--- src/rtl/adcv_pkg.sv ---
package adcv_pkg;

    localparam int PT_W = 16;

    typedef logic signed [PT_W-1:0] pt_t;

    typedef struct packed {
        pt_t a0;
        pt_t a1;
    } graph_pts_t;

    typedef enum logic [2:0] {
        ST_IDLE,
        ST_PREP,
        ST_DIV1,
        ST_POST,
        ST_DIV2,
        ST_DONE
    } state_e;

    localparam int BIG_V0 = 4200;
    localparam int BIG_V1 = 3600;
    localparam int SM_V0  = 1000;
    localparam int SM_V1  = 100;

    localparam int BIG_NOM0 = 856;
    localparam int BIG_NOM1 = 733;
    localparam int SM_NOM0  = 833;
    localparam int SM_NOM1  = 80;

    localparam int BIG_DEF0 = 3310;
    localparam int BIG_DEF1 = 2832;
    localparam int SM_DEF0  = 3413;
    localparam int SM_DEF1  = 341;

    localparam int CH_BIG_DIRECT   = 5;
    localparam int CH_SMALL_DIRECT = 1;

    function automatic pt_t fuse_point(input logic [7:0] offs, input int nominal);
        int tmp;
        tmp = (int'(offs) + nominal - 128) * 4;
        return pt_t'(tmp);
    endfunction

endpackage

--- src/rtl/adcv_cal_pts.sv ---
module adcv_cal_pts
    import adcv_pkg::*;
#(
    parameter int NOM0 = 833,
    parameter int NOM1 = 80,
    parameter int DEF0 = 3413,
    parameter int DEF1 = 341
) (
    input  logic        clk,
    input  logic        rst,
    input  logic        load,
    input  logic [15:0] word,
    output graph_pts_t  pts
);

    always_ff @(posedge clk) begin
        if (rst) begin
            pts.a0 <= pt_t'(DEF0);
            pts.a1 <= pt_t'(DEF1);
        end else if (load) begin
            pts.a0 <= fuse_point(word[7:0], NOM0);
            pts.a1 <= fuse_point(word[15:8], NOM1);
        end
    end

endmodule

--- src/rtl/adcv_rdiv.sv ---
module adcv_rdiv #(
    parameter int W = 48
) (
    input  logic         clk,
    input  logic         rst,
    input  logic         start,
    input  logic [W-1:0] dividend,
    input  logic [W-1:0] divisor,
    output logic         busy,
    output logic         done,
    output logic [W-1:0] quotient
);

    localparam int CNT_W = $clog2(W + 1);

    logic [W-1:0]     rem_q, quo_q, dsr_q;
    logic [CNT_W-1:0] cnt_q;
    logic [W:0]       trial, diff;
    logic             fits;

    always_comb begin
        trial = {rem_q, quo_q[W-1]};
        diff  = trial - {1'b0, dsr_q};
        fits  = (trial >= {1'b0, dsr_q});
    end

    always_ff @(posedge clk) begin
        if (rst) begin
            rem_q <= '0;
            quo_q <= '0;
            dsr_q <= '0;
            cnt_q <= '0;
            busy  <= 1'b0;
            done  <= 1'b0;
        end else begin
            done <= 1'b0;
            if (start) begin
                rem_q <= '0;
                quo_q <= dividend;
                dsr_q <= divisor;
                cnt_q <= CNT_W'(W);
                busy  <= 1'b1;
            end else if (busy) begin
                rem_q <= fits ? diff[W-1:0] : trial[W-1:0];
                quo_q <= {quo_q[W-2:0], fits};
                cnt_q <= cnt_q - 1'b1;
                if (cnt_q == CNT_W'(1)) begin
                    busy <= 1'b0;
                    done <= 1'b1;
                end
            end
        end
    end

    assign quotient = quo_q;

    // the controller never restarts the divider mid-run
    p_no_restart_r2: assert property (@(posedge clk) disable iff (rst)
        busy |-> !start);

    // completion is a single-cycle strobe that ends a busy run
    p_done_pulse_r2: assert property (@(posedge clk) disable iff (rst)
        done |=> !done);
    p_done_after_busy_r2: assert property (@(posedge clk) disable iff (rst)
        done |-> $past(busy));

endmodule

--- src/rtl/adcv_conv_top.sv ---
module adcv_conv_top
    import adcv_pkg::*;
#(
    parameter int CODE_W = 12,
    parameter int CHAN_W = 5,
    parameter int DIV_W  = 48
) (
    input  logic              clk,
    input  logic              rst,
    input  logic              cal_load,
    input  logic              cal_big,
    input  logic [15:0]       cal_word,
    input  logic              in_valid,
    output logic              in_ready,
    input  logic [CODE_W-1:0] in_code,
    input  logic [CHAN_W-1:0] in_chan,
    input  logic              in_big,
    input  logic [31:0]       in_ratio,
    output logic              out_valid,
    output logic [DIV_W-1:0]  out_mv,
    output logic              out_err
);

    localparam int NUM_GRAPHS = 2;
    localparam int RN_W = 16;

    // graph index 1 = big range, 0 = small range
    graph_pts_t pts_arr [NUM_GRAPHS];

    for (genvar g = 0; g < NUM_GRAPHS; g++) begin : g_graph
        localparam int N0 = (g == 1) ? BIG_NOM0 : SM_NOM0;
        localparam int N1 = (g == 1) ? BIG_NOM1 : SM_NOM1;
        localparam int D0 = (g == 1) ? BIG_DEF0 : SM_DEF0;
        localparam int D1 = (g == 1) ? BIG_DEF1 : SM_DEF1;
        adcv_cal_pts #(.NOM0(N0), .NOM1(N1), .DEF0(D0), .DEF1(D1)) u_pts (
            .clk  (clk),
            .rst  (rst),
            .load (cal_load && (cal_big == (g == 1))),
            .word (cal_word),
            .pts  (pts_arr[g])
        );
    end

    state_e              state_q;
    logic [CODE_W-1:0]   code_q;
    logic                big_q, direct_q, neg_q, err_q;
    logic [31:0]         ratio_q;
    pt_t                 a0_q, a1_q;
    logic [DIV_W-1:0]    volt_q, res_q;

    logic                accept, use_big, is_direct;
    logic signed [31:0]  a0_s, a1_s, code_s, diff_s, dv_s, v1_s, prod_s, den_s;
    logic signed [31:0]  q_s, t_s;
    logic [31:0]         prod_mag, den_mag, t_clamp;
    logic [RN_W-1:0]     rnum, rden;
    logic [DIV_W-1:0]    ratio_dividend;
    logic                div_start, div_busy, div_done;
    logic [DIV_W-1:0]    div_dividend, div_divisor, div_quo;

    assign accept    = in_valid && in_ready;
    assign is_direct = (in_chan == CHAN_W'(CH_BIG_DIRECT)) ||
                       (in_chan == CHAN_W'(CH_SMALL_DIRECT));
    assign use_big   = (in_chan == CHAN_W'(CH_BIG_DIRECT))   ? 1'b1 :
                       (in_chan == CHAN_W'(CH_SMALL_DIRECT)) ? 1'b0 : in_big;

    // interpolation operands
    always_comb begin
        a0_s     = 32'(a0_q);
        a1_s     = 32'(a1_q);
        code_s   = signed'(32'(code_q));
        diff_s   = code_s - a1_s;
        dv_s     = big_q ? 32'sd600 : 32'sd900;
        v1_s     = big_q ? 32'(BIG_V1) : 32'(SM_V1);
        prod_s   = dv_s * diff_s;
        den_s    = a0_s - a1_s;
        prod_mag = prod_s[31] ? unsigned'(-prod_s) : unsigned'(prod_s);
        den_mag  = den_s[31]  ? unsigned'(-den_s)  : unsigned'(den_s);
        q_s      = signed'(div_quo[31:0]);
        t_s      = (neg_q ? -q_s : q_s) + v1_s;
        t_clamp  = t_s[31] ? 32'd0 : unsigned'(t_s);
    end

    // rescale operands
    always_comb begin
        rnum           = ratio_q[31:16];
        rden           = ratio_q[15:0];
        ratio_dividend = volt_q * DIV_W'(rden) + DIV_W'(rnum >> 1);
    end

    always_comb begin
        div_start    = 1'b0;
        div_dividend = DIV_W'(prod_mag);
        div_divisor  = DIV_W'(den_mag);
        if (state_q == ST_PREP) begin
            div_start = (den_s != 32'sd0);
        end else if (state_q == ST_POST) begin
            div_start    = !direct_q && (rnum != '0);
            div_dividend = ratio_dividend;
            div_divisor  = DIV_W'(rnum);
        end
    end

    adcv_rdiv #(.W(DIV_W)) u_div (
        .clk      (clk),
        .rst      (rst),
        .start    (div_start),
        .dividend (div_dividend),
        .divisor  (div_divisor),
        .busy     (div_busy),
        .done     (div_done),
        .quotient (div_quo)
    );

    always_ff @(posedge clk) begin
        if (rst) begin
            state_q  <= ST_IDLE;
            code_q   <= '0;
            big_q    <= 1'b0;
            direct_q <= 1'b0;
            neg_q    <= 1'b0;
            err_q    <= 1'b0;
            ratio_q  <= '0;
            a0_q     <= '0;
            a1_q     <= '0;
            volt_q   <= '0;
            res_q    <= '0;
        end else begin
            unique case (state_q)
                ST_IDLE: begin
                    if (accept) begin
                        code_q   <= in_code;
                        big_q    <= use_big;
                        direct_q <= is_direct;
                        ratio_q  <= in_ratio;
                        a0_q     <= use_big ? pts_arr[1].a0 : pts_arr[0].a0;
                        a1_q     <= use_big ? pts_arr[1].a1 : pts_arr[0].a1;
                        err_q    <= 1'b0;
                        state_q  <= ST_PREP;
                    end
                end
                ST_PREP: begin
                    if (den_s == 32'sd0) begin
                        err_q   <= 1'b1;
                        res_q   <= '0;
                        state_q <= ST_DONE;
                    end else begin
                        neg_q   <= prod_s[31] ^ den_s[31];
                        state_q <= ST_DIV1;
                    end
                end
                ST_DIV1: begin
                    if (div_done) begin
                        volt_q  <= DIV_W'(t_clamp);
                        state_q <= ST_POST;
                    end
                end
                ST_POST: begin
                    if (direct_q) begin
                        res_q   <= volt_q;
                        state_q <= ST_DONE;
                    end else if (rnum == '0) begin
                        err_q   <= 1'b1;
                        res_q   <= '0;
                        state_q <= ST_DONE;
                    end else begin
                        state_q <= ST_DIV2;
                    end
                end
                ST_DIV2: begin
                    if (div_done) begin
                        res_q   <= div_quo;
                        state_q <= ST_DONE;
                    end
                end
                ST_DONE: state_q <= ST_IDLE;
                default: state_q <= ST_IDLE;
            endcase
        end
    end

    assign in_ready  = (state_q == ST_IDLE);
    assign out_valid = (state_q == ST_DONE);
    assign out_mv    = res_q;
    assign out_err   = err_q;

    // handshake and strobe shape
    p_busy_after_accept_r2: assert property (@(posedge clk) disable iff (rst)
        (in_valid && in_ready) |=> !in_ready);
    p_strobe_one_cycle_r2: assert property (@(posedge clk) disable iff (rst)
        out_valid |=> !out_valid);
    p_ready_after_strobe_r2: assert property (@(posedge clk) disable iff (rst)
        out_valid |=> in_ready);
    p_no_ready_with_strobe_r11: assert property (@(posedge clk) disable iff (rst)
        out_valid |-> !in_ready);

    // an error result carries a zero voltage
    p_err_zero_r10: assert property (@(posedge clk) disable iff (rst)
        (out_valid && out_err) |-> (out_mv == '0));

    // direct channels never use the divider for a second pass
    p_direct_single_pass_r5: assert property (@(posedge clk) disable iff (rst)
        (state_q == ST_POST && direct_q) |-> !div_start);

endmodule

--- config.mk ---
export PLATFORM = sky130hd
export DESIGN_NAME = adcv_conv_top
export DESIGN_NICKNAME = d
export VERILOG_FILES = /design/src/rtl/adcv_pkg.sv /design/src/rtl/adcv_cal_pts.sv /design/src/rtl/adcv_rdiv.sv /design/src/rtl/adcv_conv_top.sv
export SDC_FILE = /design/constraint.sdc
export NUM_CORES = 2
export LEC_CHECK = 0
export ABC_AREA = 1
export BUFFER_PORTS_ARGS = -buffer_cell sky130_fd_sc_hd__buf_2
export CAP_MARGIN = 20
export CORE_MARGIN = 2
export CORE_UTILIZATION = 25
export CTS_BUF_LIST = sky130_fd_sc_hd__clkbuf_16
export DETAILED_ROUTE_END_ITERATION = 16
export PLACE_DENSITY = 0.47
export SETUP_SLACK_MARGIN = 0.05
export SYNTH_ARGS = -nofsm -noshare
export SYNTH_HDL_FRONTEND = slang
export SYNTH_SLANG_ARGS = --single-unit
--- constraint.sdc ---
create_clock -name clk -period 7.75 [get_ports clk]
set_input_delay 0 -clock clk [delete_from_list [all_inputs] [get_ports clk]]
set_output_delay 0 -clock clk [all_outputs]
set_load 0.01 [all_outputs]
==> run summary <==
For the number of global-route vias before repair, the log shows 40700. The post-synthesis average cell area works out to 6.89 um2. Of the synthesized area, sequential elements account for 16.0%. The delay of the slowest critical-path stage is 0.82 ns. Fill cells in the final layout number 18818.

The effective utilization at floorplan was 25.1%. In this run the critical register-to-register path is captured at u_div.quotient[32]. The tools report the final clock skew as 0.0569 ns. Among all flip-flop cells after synthesis, the most frequent one is sky130_fd_sc_hd__dfxtp_1. For this run, asynchronously set or reset flops after synthesis account for 0%.

Based on the critical path, the design can be clocked at up to 0.142 GHz. CTS built an H-tree with a depth of 2. The routed length per instance is 17.8 um.

The sum of negative setup slack was 0 ns; the HPWL reported at the end of detailed placement was 124 mm. The row count was 151. For the total via count in the routed design, the log shows 39479.

The number of cells on the worst reg-to-reg path is 30. After clock tree synthesis, the clock-pin slew on the worst setup and hold paths is 0.06 ns. For this run, design rule violations remaining after detail routing come to 0.

At the later pin of the worst-skew pair, clock insertion delay measures 0.69 ns. At the worst endpoint, the arrival time is 7.64 ns. The post-place setup slack came out at 0.332 ns.

For the number of buffers inserted during clock tree synthesis, the log shows 48. TritonCTS built the clock tree. The vertical extent of the die was 416 um; the number of clock sinks seen by CTS was 340.

Class of the most critical hold timing path: in2reg. The flow ran to the end, and the final reports show no timing, DRC or antenna violations. The gate count after technology mapping was 6176; the antenna diode count was 0.

At the pin with the least slew margin, the transition time is 1.07 ns. In this run, synthesis produced a sequential element count of 340. The launching point of the worst reg2reg path is volt_q[12].

Routability-driven placement finished with a final weighted congestion of 0.901. Setup repair after global routing left no endpoint under its margin. Number of instances on the worst hold path: 4.

The number of routed nets with antenna violations is 0. The synthesized netlist occupies a cell area of 42500 um2. The total count of hold-check failures in the final report was 0.

Die area: 173000 um2. Counting I/O delays and the setup requirement, the final critical path takes 7.05 ns. In this run the most critical hold path is launched from in_ratio[10]. The run gives 17.7% as the overall track demand over capacity in global routing. The width of the die is 416 um, and the post-detailed-route via-to-cell ratio is 4.62. The worst-case hold path end point is ratio_q[10]. The count of final max-slew check failures is 0, and the count of yosys warnings during synthesis is 0. The first detailed-routing pass took 6 iterations. The wire length of the first global-routing pass came out at 241 mm. STA classifies the critical path endpoint as a flip-flop. The pin count of the biggest net entering global routing came out at 77. Of the available clock period, the critical path in the final layout requires 90.9%. The remaining global-route overflow is 0, and the total I/O pin count is 122. The run gives 0 as the number of setup violations in the final report.

In the post-route analysis, the smallest setup slack over all paths is 0.702 ns. The longest clock path from root to sink contains 3 buffers. The count of input and output buffers is 121. The tools report the number of unique standard cell types used by synthesis as 53. The layout cell share with drive strength beyond 1 was 6.15%; the number of antenna violations at the first check in global routing was 0. Clock tree synthesis selected as its root buffer the cell sky130_fd_sc_hd__clkbuf_16. Max-cap violations in this run came to 0. Of all nets on the critical path, the largest fanout is 12. For the sum of routed wire length over all layers, the log shows 152 mm.

The worst pin sits at a relative slew slack of 28.5%. The critical-path cell with the highest stage delay is sky130_fd_sc_hd__dfxtp_1. The most prevalent standard cell on the critical path was sky130_fd_sc_hd__inv_1. For this run, the post-layout net count is 7174.

The setup check on the worst reg-to-reg path leaves a slack of 0.70 ns. The tools report the launching element type of the critical path as a flip-flop. The setup path with the least slack is of type reg2reg. The region available for standard cell placement spans 169000 um2. The required time reported for the critical path endpoint is 8.34 ns, and the detailed router's first-iteration violation count is 2461. In this run, synthesis inferred 0 flip-flops with an integrated enable. The area added between synthesis and finish is 13.4%.
-- per-layer routing --
metal	wire length [um]	GRT usage [%]	vias to the layer above	part of all wire [%]
met5	0	0	-	0
met4	3450	4.21	0	2.3
met3	5900	1.67	156	3.9
met2	73700	30.9	793	48
met1	69300	23.5	19221	46
li1	-	-	19309	-
-- worst max-delay path: cells and delay by family (launching register included) --
family | cells | cell delay, ns
flip-flops | 1 | 0.82
adder cells (fa/ha/maj) | 7 | 3.41
AND/OR/NAND/NOR | 13 | 1.75
AO/OA/AOI/OAI | 1 | 0.16
buffers and inverters | 9 | 0.80
-- cells by family after synthesis --
family          after synthesis  synth area share, %
flops                       340                 16.0
fa+ha+maj                   811                 32.7
buf+inv                    1418                 12.8
xor+xnor                    109                 2.26
other cells                   1              0.00882
simple gates               2605                 25.1
compound gates              892                 11.1
-- area by class of cell --
cell class                 instances  area (um2)  area share, %
timing repair buffer             323        2360           4.89
clock inverter                    38         384          0.796
multi-input combinational       4422       30400           62.9
sequential                       340        6810           14.1
clock buffer                      48        1200           2.49
inverter                        1157        4350           9.01
tap                             2218        2780           5.75
-- through the flow --
stage / instances / instance area, um2 / utilization [%] / hold WS (ns)
detailed placement: 8380 / 45800 / 27.1 / 0.245
floorplan: 6180 / 42500 / - / 0.0901
finish: 8546 / 48200 / 28.5 / 0.114
global route: 8546 / 48200 / 28.5 / 0.112
global placement: 8380 / 45800 / 27.1 / 0.239
CTS: 8542 / 48200 / 28.5 / 0.0683
-- synth_stat cells (12+ instances only) --
master,instances,share of area (%)
sky130_fd_sc_hd__a21o_1,17,0.30
sky130_fd_sc_hd__a21oi_1,406,4.8
sky130_fd_sc_hd__a31oi_1,44,0.65
sky130_fd_sc_hd__buf_1,31,0.27
sky130_fd_sc_hd__buf_2,21,0.25
sky130_fd_sc_hd__clkbuf_1,196,1.7
sky130_fd_sc_hd__dfxtp_1,340,16
sky130_fd_sc_hd__fa_1,503,24
sky130_fd_sc_hd__ha_1,308,9.1
sky130_fd_sc_hd__inv_1,1149,10
sky130_fd_sc_hd__nand2_1,1549,14
sky130_fd_sc_hd__nand3_1,346,4.1
sky130_fd_sc_hd__nand3b_1,19,0.34
sky130_fd_sc_hd__nand4_1,56,0.82
sky130_fd_sc_hd__nor2_1,545,4.8
sky130_fd_sc_hd__nor3_1,27,0.32
sky130_fd_sc_hd__o211ai_1,16,0.28
sky130_fd_sc_hd__o21ai_0,348,4.1
sky130_fd_sc_hd__o21ai_1,14,0.16
sky130_fd_sc_hd__o21bai_1,12,0.21
sky130_fd_sc_hd__or2_2,23,0.34
sky130_fd_sc_hd__xnor2_1,40,0.82
sky130_fd_sc_hd__xor2_1,68,1.4
-- layout by cell type, fill, tap and decap left out, drive strengths merged, types with 48 or more instances in the layout --
cell type and instances:
a21oi 406, buf 247, clkbuf 48, dfxtp 340, dlygate4sd3 76, fa 503, ha 308, inv 1168
nand2 1557, nand3 348, nand4 56, nor2 553, o21ai 364, xor2 68
-- flip-flops by register name, indices dropped and copies added, names as in the netlist, 11 cells and up --
register / cells
u_div.quotient: 48
a1_q: 11
code_q: 12
u_div.dsr_q: 32
ratio_q: 32
volt_q: 31
g_graph.u_pts.pts: 48
out_mv: 48
u_div.rem_q: 48
a0_q: 15
-- repair_timing --
item | 4_1_cts | 5_1_grt
hold endpoints to repair | 142 | 0
endpoints found under the setup margin | 0 | 26
hold buffers | 76 | 0
gates resized for setup | 0 | 13
buffers inserted | 0 | 4
-- worst max-delay path by stage --
stage | start | to | cells after the start
floorplan | a1_q[2] | u_div.quotient[18] | 38
global placement | a1_q[2] | u_div.quotient[14] | 39
detailed placement | a1_q[2] | u_div.quotient[14] | 39
CTS | a1_q[2] | u_div.quotient[14] | 39
global route | a1_q[2] | u_div.quotient[14] | 39
finish | volt_q[12] | u_div.quotient[32] | 30
Power is not shown: default switching activity piles up to over one toggle a cycle in this logic, so the estimate is an artifact.
